$ cat config.mk
export PLATFORM = sky130hd
export DESIGN_NAME = sync_rx_master
export DESIGN_NICKNAME = d
export VERILOG_FILES = /design/src/rtl/sync_rx_pkg.sv /design/src/rtl/sync_rx_baud.sv /design/src/rtl/sync_rx_shift.sv /design/src/rtl/sync_rx_fifo.sv /design/src/rtl/sync_rx_master.sv
export SDC_FILE = /design/constraint.sdc
export NUM_CORES = 1
export LEC_CHECK = 0
export CORE_ASPECT_RATIO = 0.6
export CORE_MARGIN = 4
export CORE_UTILIZATION = 35
export CTS_CLUSTER_SIZE = 30
export DETAILED_ROUTE_END_ITERATION = 12
export SLEW_MARGIN = 20
export SYNTH_ARGS = -nofsm -noshare
export SYNTH_HDL_FRONTEND = slang
export SYNTH_HIERARCHICAL = 1
export SYNTH_SLANG_ARGS = --single-unit
export TNS_END_PERCENT = 10
$ cat constraint.sdc
create_clock -name clk_i -period 4.61 [get_ports clk_i]
set_input_delay 0.461 -clock clk_i [delete_from_list [all_inputs] [get_ports clk_i]]
set_output_delay 0.461 -clock clk_i [all_outputs]
set_load 0.05 [all_outputs]
$ cat src/rtl/sync_rx_pkg.sv
package sync_rx_pkg;
  localparam int unsigned DATA_W = 8;

  typedef struct packed {
    logic              err;
    logic              bit9;
    logic [DATA_W-1:0] data;
  } rx_word_t;
endpackage

$ cat src/rtl/sync_rx_baud.sv
module sync_rx_baud #(
  parameter int unsigned DIV_W = 8
) (
  input  logic             clk_i,
  input  logic             rst_ni,
  input  logic             run_i,
  input  logic [DIV_W-1:0] div_i,
  output logic             sclk_o,
  output logic             fall_o
);
  logic [DIV_W-1:0] cnt_q;
  logic             sclk_q;
  logic             tick;

  assign tick   = (cnt_q >= div_i);
  assign fall_o = run_i & tick & sclk_q;
  assign sclk_o = sclk_q;

  always_ff @(posedge clk_i or negedge rst_ni) begin
    if (!rst_ni) begin
      cnt_q  <= '0;
      sclk_q <= 1'b0;
    end else if (!run_i) begin
      cnt_q  <= '0;
      sclk_q <= 1'b0;
    end else if (tick) begin
      cnt_q  <= '0;
      sclk_q <= ~sclk_q;
    end else begin
      cnt_q  <= cnt_q + 1'b1;
    end
  end
endmodule

$ cat src/rtl/sync_rx_shift.sv
module sync_rx_shift
  import sync_rx_pkg::*;
(
  input  logic     clk_i,
  input  logic     rst_ni,
  input  logic     run_i,
  input  logic     fall_i,
  input  logic     nine_i,
  input  logic     sdata_i,
  input  logic     err_i,
  output logic     last_o,
  output logic     done_o,
  output rx_word_t word_o
);
  localparam int unsigned CNT_W = $clog2(DATA_W + 1);

  logic [DATA_W:0] sh_q;
  logic [CNT_W-1:0] bcnt_q;
  logic [CNT_W-1:0] last_idx;
  logic             err_q;
  logic             done_q;

  assign last_idx = nine_i ? CNT_W'(DATA_W) : CNT_W'(DATA_W - 1);
  assign last_o   = fall_i & (bcnt_q == last_idx);

  always_ff @(posedge clk_i or negedge rst_ni) begin
    if (!rst_ni) begin
      sh_q   <= '0;
      bcnt_q <= '0;
      err_q  <= 1'b0;
      done_q <= 1'b0;
    end else if (!run_i) begin
      bcnt_q <= '0;
      done_q <= 1'b0;
    end else begin
      done_q <= last_o;
      if (fall_i) begin
        // clearing at bit 0 keeps the ninth position 0 in 8-bit mode
        if (bcnt_q == '0) sh_q <= {{DATA_W{1'b0}}, sdata_i};
        else              sh_q[bcnt_q] <= sdata_i;
        if (last_o) begin
          bcnt_q <= '0;
          err_q  <= err_i;
        end else begin
          bcnt_q <= bcnt_q + 1'b1;
        end
      end
    end
  end

  assign done_o      = done_q;
  assign word_o.err  = err_q;
  assign word_o.bit9 = sh_q[DATA_W];
  assign word_o.data = sh_q[DATA_W-1:0];
endmodule

$ cat src/rtl/sync_rx_fifo.sv
module sync_rx_fifo
  import sync_rx_pkg::*;
#(
  parameter int unsigned DEPTH = 2
) (
  input  logic                       clk_i,
  input  logic                       rst_ni,
  input  logic                       push_i,
  input  rx_word_t                   din_i,
  input  logic                       pop_i,
  output rx_word_t                   head_o,
  output logic [$clog2(DEPTH+1)-1:0] cnt_o,
  output logic                       full_o,
  output logic                       empty_o
);
  localparam int unsigned PTR_W = (DEPTH > 1) ? $clog2(DEPTH) : 1;
  localparam int unsigned CNT_W = $clog2(DEPTH + 1);

  rx_word_t         mem_q [DEPTH];
  logic [PTR_W-1:0] wptr_q, rptr_q;
  logic [CNT_W-1:0] cnt_q;
  logic             do_push, do_pop;

  assign full_o  = (cnt_q == CNT_W'(DEPTH));
  assign empty_o = (cnt_q == '0);
  assign do_push = push_i & ~full_o;
  assign do_pop  = pop_i & ~empty_o;
  assign head_o  = mem_q[rptr_q];
  assign cnt_o   = cnt_q;

  function automatic logic [PTR_W-1:0] nxt(input logic [PTR_W-1:0] p);
    return (p == PTR_W'(DEPTH - 1)) ? '0 : p + 1'b1;
  endfunction

  for (genvar i = 0; i < DEPTH; i++) begin : g_slot
    always_ff @(posedge clk_i or negedge rst_ni) begin
      if (!rst_ni)                               mem_q[i] <= '0;
      else if (do_push && wptr_q == PTR_W'(i))   mem_q[i] <= din_i;
    end
  end

  always_ff @(posedge clk_i or negedge rst_ni) begin
    if (!rst_ni) begin
      wptr_q <= '0;
      rptr_q <= '0;
      cnt_q  <= '0;
    end else begin
      if (do_push) wptr_q <= nxt(wptr_q);
      if (do_pop)  rptr_q <= nxt(rptr_q);
      case ({do_push, do_pop})
        2'b10:   cnt_q <= cnt_q + 1'b1;
        2'b01:   cnt_q <= cnt_q - 1'b1;
        default: cnt_q <= cnt_q;
      endcase
    end
  end
endmodule

$ cat src/rtl/sync_rx_master.sv
module sync_rx_master
  import sync_rx_pkg::*;
#(
  parameter int unsigned DIV_W = 8,
  parameter int unsigned DEPTH = 2
) (
  input  logic              clk_i,
  input  logic              rst_ni,
  input  logic              port_en_i,
  input  logic              single_set_i,
  input  logic              cont_en_i,
  input  logic              nine_en_i,
  input  logic              int_en_i,
  input  logic [DIV_W-1:0]  div_i,
  input  logic              sdata_i,
  input  logic              line_err_i,
  input  logic              pop_i,
  output logic              sclk_o,
  output logic              single_en_o,
  output logic              rx_ready_o,
  output logic              irq_o,
  output logic              overrun_o,
  output logic              stat_bit9_o,
  output logic              stat_err_o,
  output logic [DATA_W-1:0] data_o
);
  localparam int unsigned CNT_W = $clog2(DEPTH + 1);

  logic             single_q, cont_q, ovr_q;
  logic             run, fall, word_last, word_done, push;
  rx_word_t         word, head, rd_q;
  logic [CNT_W-1:0] fifo_cnt;
  logic             fifo_full, fifo_empty;

  assign run = port_en_i & (cont_en_i | single_q);

  sync_rx_baud #(.DIV_W(DIV_W)) u_baud (
    .clk_i  (clk_i),
    .rst_ni (rst_ni),
    .run_i  (run),
    .div_i  (div_i),
    .sclk_o (sclk_o),
    .fall_o (fall)
  );

  sync_rx_shift u_shift (
    .clk_i   (clk_i),
    .rst_ni  (rst_ni),
    .run_i   (run),
    .fall_i  (fall),
    .nine_i  (nine_en_i),
    .sdata_i (sdata_i),
    .err_i   (line_err_i),
    .last_o  (word_last),
    .done_o  (word_done),
    .word_o  (word)
  );

  assign push = word_done & ~ovr_q & ~fifo_full;

  sync_rx_fifo #(.DEPTH(DEPTH)) u_fifo (
    .clk_i   (clk_i),
    .rst_ni  (rst_ni),
    .push_i  (push),
    .din_i   (word),
    .pop_i   (pop_i),
    .head_o  (head),
    .cnt_o   (fifo_cnt),
    .full_o  (fifo_full),
    .empty_o (fifo_empty)
  );

  always_ff @(posedge clk_i or negedge rst_ni) begin
    if (!rst_ni) begin
      single_q <= 1'b0;
      cont_q   <= 1'b0;
      ovr_q    <= 1'b0;
      rd_q     <= '0;
    end else begin
      cont_q <= cont_en_i;
      // one-shot: set wins over self-clear; continuous mode holds it
      if (!port_en_i)                   single_q <= 1'b0;
      else if (single_set_i)            single_q <= 1'b1;
      else if (word_last && !cont_en_i) single_q <= 1'b0;

      if (!port_en_i || (cont_q && !cont_en_i)) ovr_q <= 1'b0;
      else if (word_done && fifo_full)         ovr_q <= 1'b1;

      if (pop_i && !fifo_empty) rd_q <= head;
    end
  end

  assign single_en_o = single_q;
  assign rx_ready_o  = ~fifo_empty;
  assign irq_o       = ~fifo_empty & int_en_i;
  assign overrun_o   = ovr_q;
  assign stat_bit9_o = ~fifo_empty & head.bit9;
  assign stat_err_o  = ~fifo_empty & head.err;
  assign data_o      = rd_q.data;
endmodule

Yosys cells after proc, flatten, opt, wreduce, memory -nomap -nowiden
Cells that the tools add are included.
- bits in read-only memories: 0
- bits in latches: 0
- output and inout port bits: 15
- input port bits: 18
- memory bits (writable): 0
- memories: 0
- flip-flop bits (word level): 59
- equal/unequal tests: 7
- div/mod/pow operators: 0
- mux-type cells: 24
- order comparisons: 4
- bitwise operators: 18
- $mul: 0
- reduce and logical (&&, ||, !) cells: 17
- shift operators: 0
- add/subtract/negate cells: 6
- operator list (kind ; count):
    2-to-1 mux 10 bit ; 3
    2-to-1 mux 4 bit ; 4
    2-to-1 mux 8 bit ; 2
    bitwise AND 1 bit ; 11
    2-to-1 mux 1 bit ; 11
    bitwise mux 9 bit ; 1
    2-to-1 mux 9 bit ; 1
    adder 8 x 1 -> 8 bit (second input constant) ; 1
    greater-or-equal comparator 8 bit ; 1
    logical AND 1 bit ; 7
    < comparator 4 x 5 -> 1 bit (second input constant) ; 1
    inverter 1 bit ; 5
    adder 4 x 1 -> 4 bit (second input constant) ; 1
    demux 1 bit (select 4 bit) ; 1
    equality test 2 bit (second input constant) ; 2
    equality test 4 bit ; 1
    greater-or-equal comparator 4 x 1 -> 1 bit (second input constant) ; 1
    zero test 4 bit ; 1
    one-hot mux 2 bit (2 select lines) ; 1
    nonzero test 2 bit ; 2
    zero test 1 bit ; 3
    inequality test 3 x 1 -> 1 bit (second input constant) ; 1
    AND reduction 3 bit ; 1
    adder 1 bit (second input constant) ; 2
    other kinds (11) ; 11

Longest topological paths before layout
- depth in word-level cells: 9
- mapped depth: 11
- mapped depth without buffers: 10

Cells and area by module
Netlist, hierarchy kept.
- modules (own cells, without submodules) (module ; cells each ; seq. area each (um2) ; area an instance (um2) ; times used):
    sync_rx_fifo ; 71 ; 600.6 ; 1076.0 ; 1
    sync_rx_shift ; 88 ; 375.4 ; 887.1 ; 1
    sync_rx_baud ; 69 ; 225.2 ; 679.4 ; 1
    sync_rx_master ; 33 ; 275.3 ; 489.2 ; 1

Least setup slack after synthesis
OpenSTA, ideal clock, no wires.
- kind: in2reg
- start: input div_i[0]
- end: register u_shift.err_q
- path slack: 2047 ps
- path buffers: 1
- arrival: 2438 ps
- cell stages on the path: 9
- cell sequence: ha_1 nand2b_4 a2111oi_4 o31ai_4 and3_1 buf_2 and3_1 a32o_2 mux2_4
- cells in the longest elaborated chain, start to end: 5
- ends and longest elaborated chain (item ; RTL line ; RTL):
    from (decl) ; sync_rx_master.sv:14 ; input logic [DIV_W-1:0] div_i,
    greater-or-equal comparator 8 bit (*) ; sync_rx_baud.sv:15 ; assign tick = (cnt_q >= div_i);
    bitwise AND 1 bit (*) (2 in series) ; sync_rx_baud.sv:16 ; assign fall_o = run_i & tick & sclk_q;
    via fall ; sync_rx_master.sv:30 ; logic run, fall, word_last, word_done, push;
    bitwise AND 1 bit ; sync_rx_shift.sv:24 ; assign last_o = fall_i & (bcnt_q == last_idx);
    AND reduction 3 bit (no line) (*) ; - ;
    to (signal assigned) ; sync_rx_shift.sv:43 ; err_q <= err_i;
    to (decl) ; sync_rx_shift.sv:20 ; logic err_q;
The timed path passes the listed nets; every way through them passes the cells marked *.
A chain may end at the register's enable or synchronous reset.

Final worst setup path
- start: input div_i[3]
- end: register u_shift.sh_q[0]
- cells in the longest elaborated chain, start to end: 4
- ends and longest elaborated chain (item ; RTL line ; RTL):
    greater-or-equal comparator 8 bit ; sync_rx_baud.sv:15 ;
    bitwise AND 1 bit (2 in series) ; sync_rx_baud.sv:16 ;
    via fall ; sync_rx_master.sv:30 ;
    AND reduction 2 bit (no line) ; - ;
    to (signal assigned) ; sync_rx_shift.sv:39 ; if (bcnt_q == '0) sh_q <= {{DATA_W{1'b0}}, sdata_i};
    to (signal, indexed assignment) ; sync_rx_shift.sv:40 ; else sh_q[bcnt_q] <= sdata_i;
    to (decl) ; sync_rx_shift.sv:17 ; logic [DATA_W:0] sh_q;
The timed path passes the listed nets, and every way through them passes these cells.

==> results.cfg <==
[timing]
drv_slew = 0
fin_crit_ps = 2880
hold_viol_final = 0
fin_hold_ws_ps = 289
finalSetupViolCount = 0
fin_crit_sh = 0.625
relSlewSlack = 0.429
fin_tns_setup_ps = 0
finClkSkew_ps = 5.91
tightest_slew_ps = 853
rsz0062_at_grt = no
max_freq_ghz = 0.347
timing.final.ws_setup_ps = 1730

[clocking]
htreeDepth = 3
cts_setup_buffers = 0
clk_pin_slew_ps = 50
root_buffer = clkbuf_16
cts_resized = 0
cts_tree = built
holdBufCountCts = 0
clk_latency_ps = 320
cts_sinks = 59
cts_buffers = 9
cts_buffer_depth = 2

[flow_run]
maxCapViolations = 0

[synth]
syn_nets = 293
async_flop_share = 1.00
ys.warnings.count = 6
ys_types = 47
ys_ff_latch = 59
synth.avg_cell_area_um2 = 12.0
synth-seq-area-share = 0.471
synth_edf_count = 0
synth_cells = 261
syn_area_mm2 = 0.00313
synth_ff_type = dfrtp_1

[global_routing]
grt_pass1_wl_um = 10300
grt.overflow.total = 0
grt_max_degree = 60
track_usage = 0.127
grtUsageMet1 = 0.179
antenna_found_initial = 0
busiest_layer = met1
use_met3 = 0.0611
met2_usage = 0.176
grt_pass1_vias = 2015

[finish]
nFillCells = 810
antenna_cells = 0
syn_to_final_growth_pct = 20.5
final_common_cell = dfrtp_1
final_cell_mix = dfrtp_1, clkdlybuf4s50_1, mux2_2, inv_1
fin_nets = 327
final_util = 0.438
fin_cells = 411
drive_gt1_frac = 0.221
postLayoutCellArea_mm2 = 0.00377

[die]
pin_count = 33
core_area_mm2 = 0.00862
die_w_um = 130
rows = 26
start_util = 0.363
dieArea_mm2 = 0.0106
dieHeight_um = 81.3

[route]
vias_per_cell = 4.82
num_vias = 1980
wl_um = 5850
wl_per_cell_um = 14.2
drc = 0
drtIter0Drc = 120
drt_pass1_iterations = 4
drt.antenna.violating_nets = 0

[critical_path]
startpoint = div_i[3]
cp.required_ps = 4820
endpoint_kind = register
worstPathMaxFanout = 12
critPathLaunchType = input pin
arrival_ps = 3090
worstSetupPathType = input pin to register
reg2reg_from = u_baud/cnt_q[0]

[power_and_ir_drop]
fin_total_pwr_mw = 1.35
p_leak_nw = 1.78
p_int_uw = 1000
max-vdd-ir-drop_mv = 0.157
clkPwrFrac = 0.430
seqPwrFrac = 0.425
power_density_mw_per_mm2 = 358
switching_share = 0.260
power_switching_uw = 351
combPwrFrac = 0.145

[worst_hold_path]
min_path_type = input pin to async pin

[status]
status = completed

[placed_design]
placed_cells = 396
place.gp.congestion = 0.784
io_buffers = 32
dpl_worst_slack_ps = 1400
place_area_mm2 = 0.00351
hpwlAfterDp_um = 4160
## registers in the layout, summed over array words and instances, names as in the netlist, 2 cells and up
register	cells
u_fifo/mem_q	20
u_fifo/cnt_o	2
u_shift/sh_q	9
u_shift/bcnt_q	4
u_baud/cnt_q	8
data_o	8
## cells by family (layout without fill, tap and decap cells)
| logic type | after synthesis | count (layout) | share of synthesized area |
|---|---|---|---|
| AND/OR/NAND/NOR | 70 | 70 | 0.141 |
| flip-flops | 59 | 59 | 0.471 |
| multiplexers | 42 | 42 | 0.163 |
| AO/OA/AOI/OAI | 38 | 38 | 0.0907 |
| buffers and inverters | 27 | 65 | 0.0475 |
| adder cells (fa/ha/maj) | 14 | 14 | 0.0559 |
| XOR/XNOR | 11 | 11 | 0.0308 |
## power groups by stage
stage | clock network, mW | logic, mW | registers [mW]
final | 0.581 | 0.196 | 0.575
after global routing | 0.633 | 0.216 | 0.578
after CTS | 0.602 | 0.199 | 0.575
after detailed placement | 0 | 0.199 | 0.584
after global placement | 0 | 0.196 | 0.581
after floorplan | 0 | 0.156 | 0.562
## worst paths after layout
check	endpoint	slack (ps)	cells past startpoint
min in group clk_i	u_shift/sh_q[8]	500	2
max in group asynchronous	u_fifo/mem_q[4]	3830	2
max reg2reg	u_shift/err_q	1870	9
min	u_fifo/cnt_o[0]	290	2
max	u_shift/sh_q[0]	1730	10
min reg2reg	u_shift/sh_q[8]	500	2
## per-layer routing
layer	vias up	share of wire
li1	999	-
met1	946	0.55
met2	30	0.39
met3	5	0.052
met4	0	0.0079
met5	-	0
## critical path, cell delays in order
cell and delay (ps):
clkdlybuf4s50_1 450, inv_1 40, ha_1 270, o21a_1 130, nor2_1 90, o31ai_4 440, and3_1 440, and3b_1 340
nand3b_1 130, mux2_4 300
## final cells by class
| cell class | count | area (um2) | area share |
|---|---|---|---|
| clock buffers | 12 | 246 | 0.0653 |
| clock inverters | 3 | 15.0 | 0.00398 |
| inverters | 16 | 60.1 | 0.0159 |
| multi-input cells | 175 | 1510 | 0.399 |
| flip-flops and latches | 59 | 1480 | 0.391 |
| well taps | 112 | 140 | 0.0371 |
| repair buffers | 34 | 330 | 0.0875 |
## synthesized netlist by cell type (6+ instances only)
| master | instances | area, um2 |
|---|---|---|
| nor3_1 | 8 | 40.0 |
| nand3_1 | 6 | 30.0 |
| o21ai_0 | 14 | 70.1 |
| mux2_4 | 10 | 150 |
| and3_1 | 8 | 50.1 |
| inv_1 | 15 | 56.3 |
| nor2_1 | 9 | 33.8 |
| mux2_2 | 31 | 349 |
| ha_1 | 14 | 175 |
| xor2_1 | 7 | 61.3 |
| dfrtp_1 | 59 | 1480 |
| nor2b_1 | 9 | 56.3 |
Power figures use the tool's default switching activity.
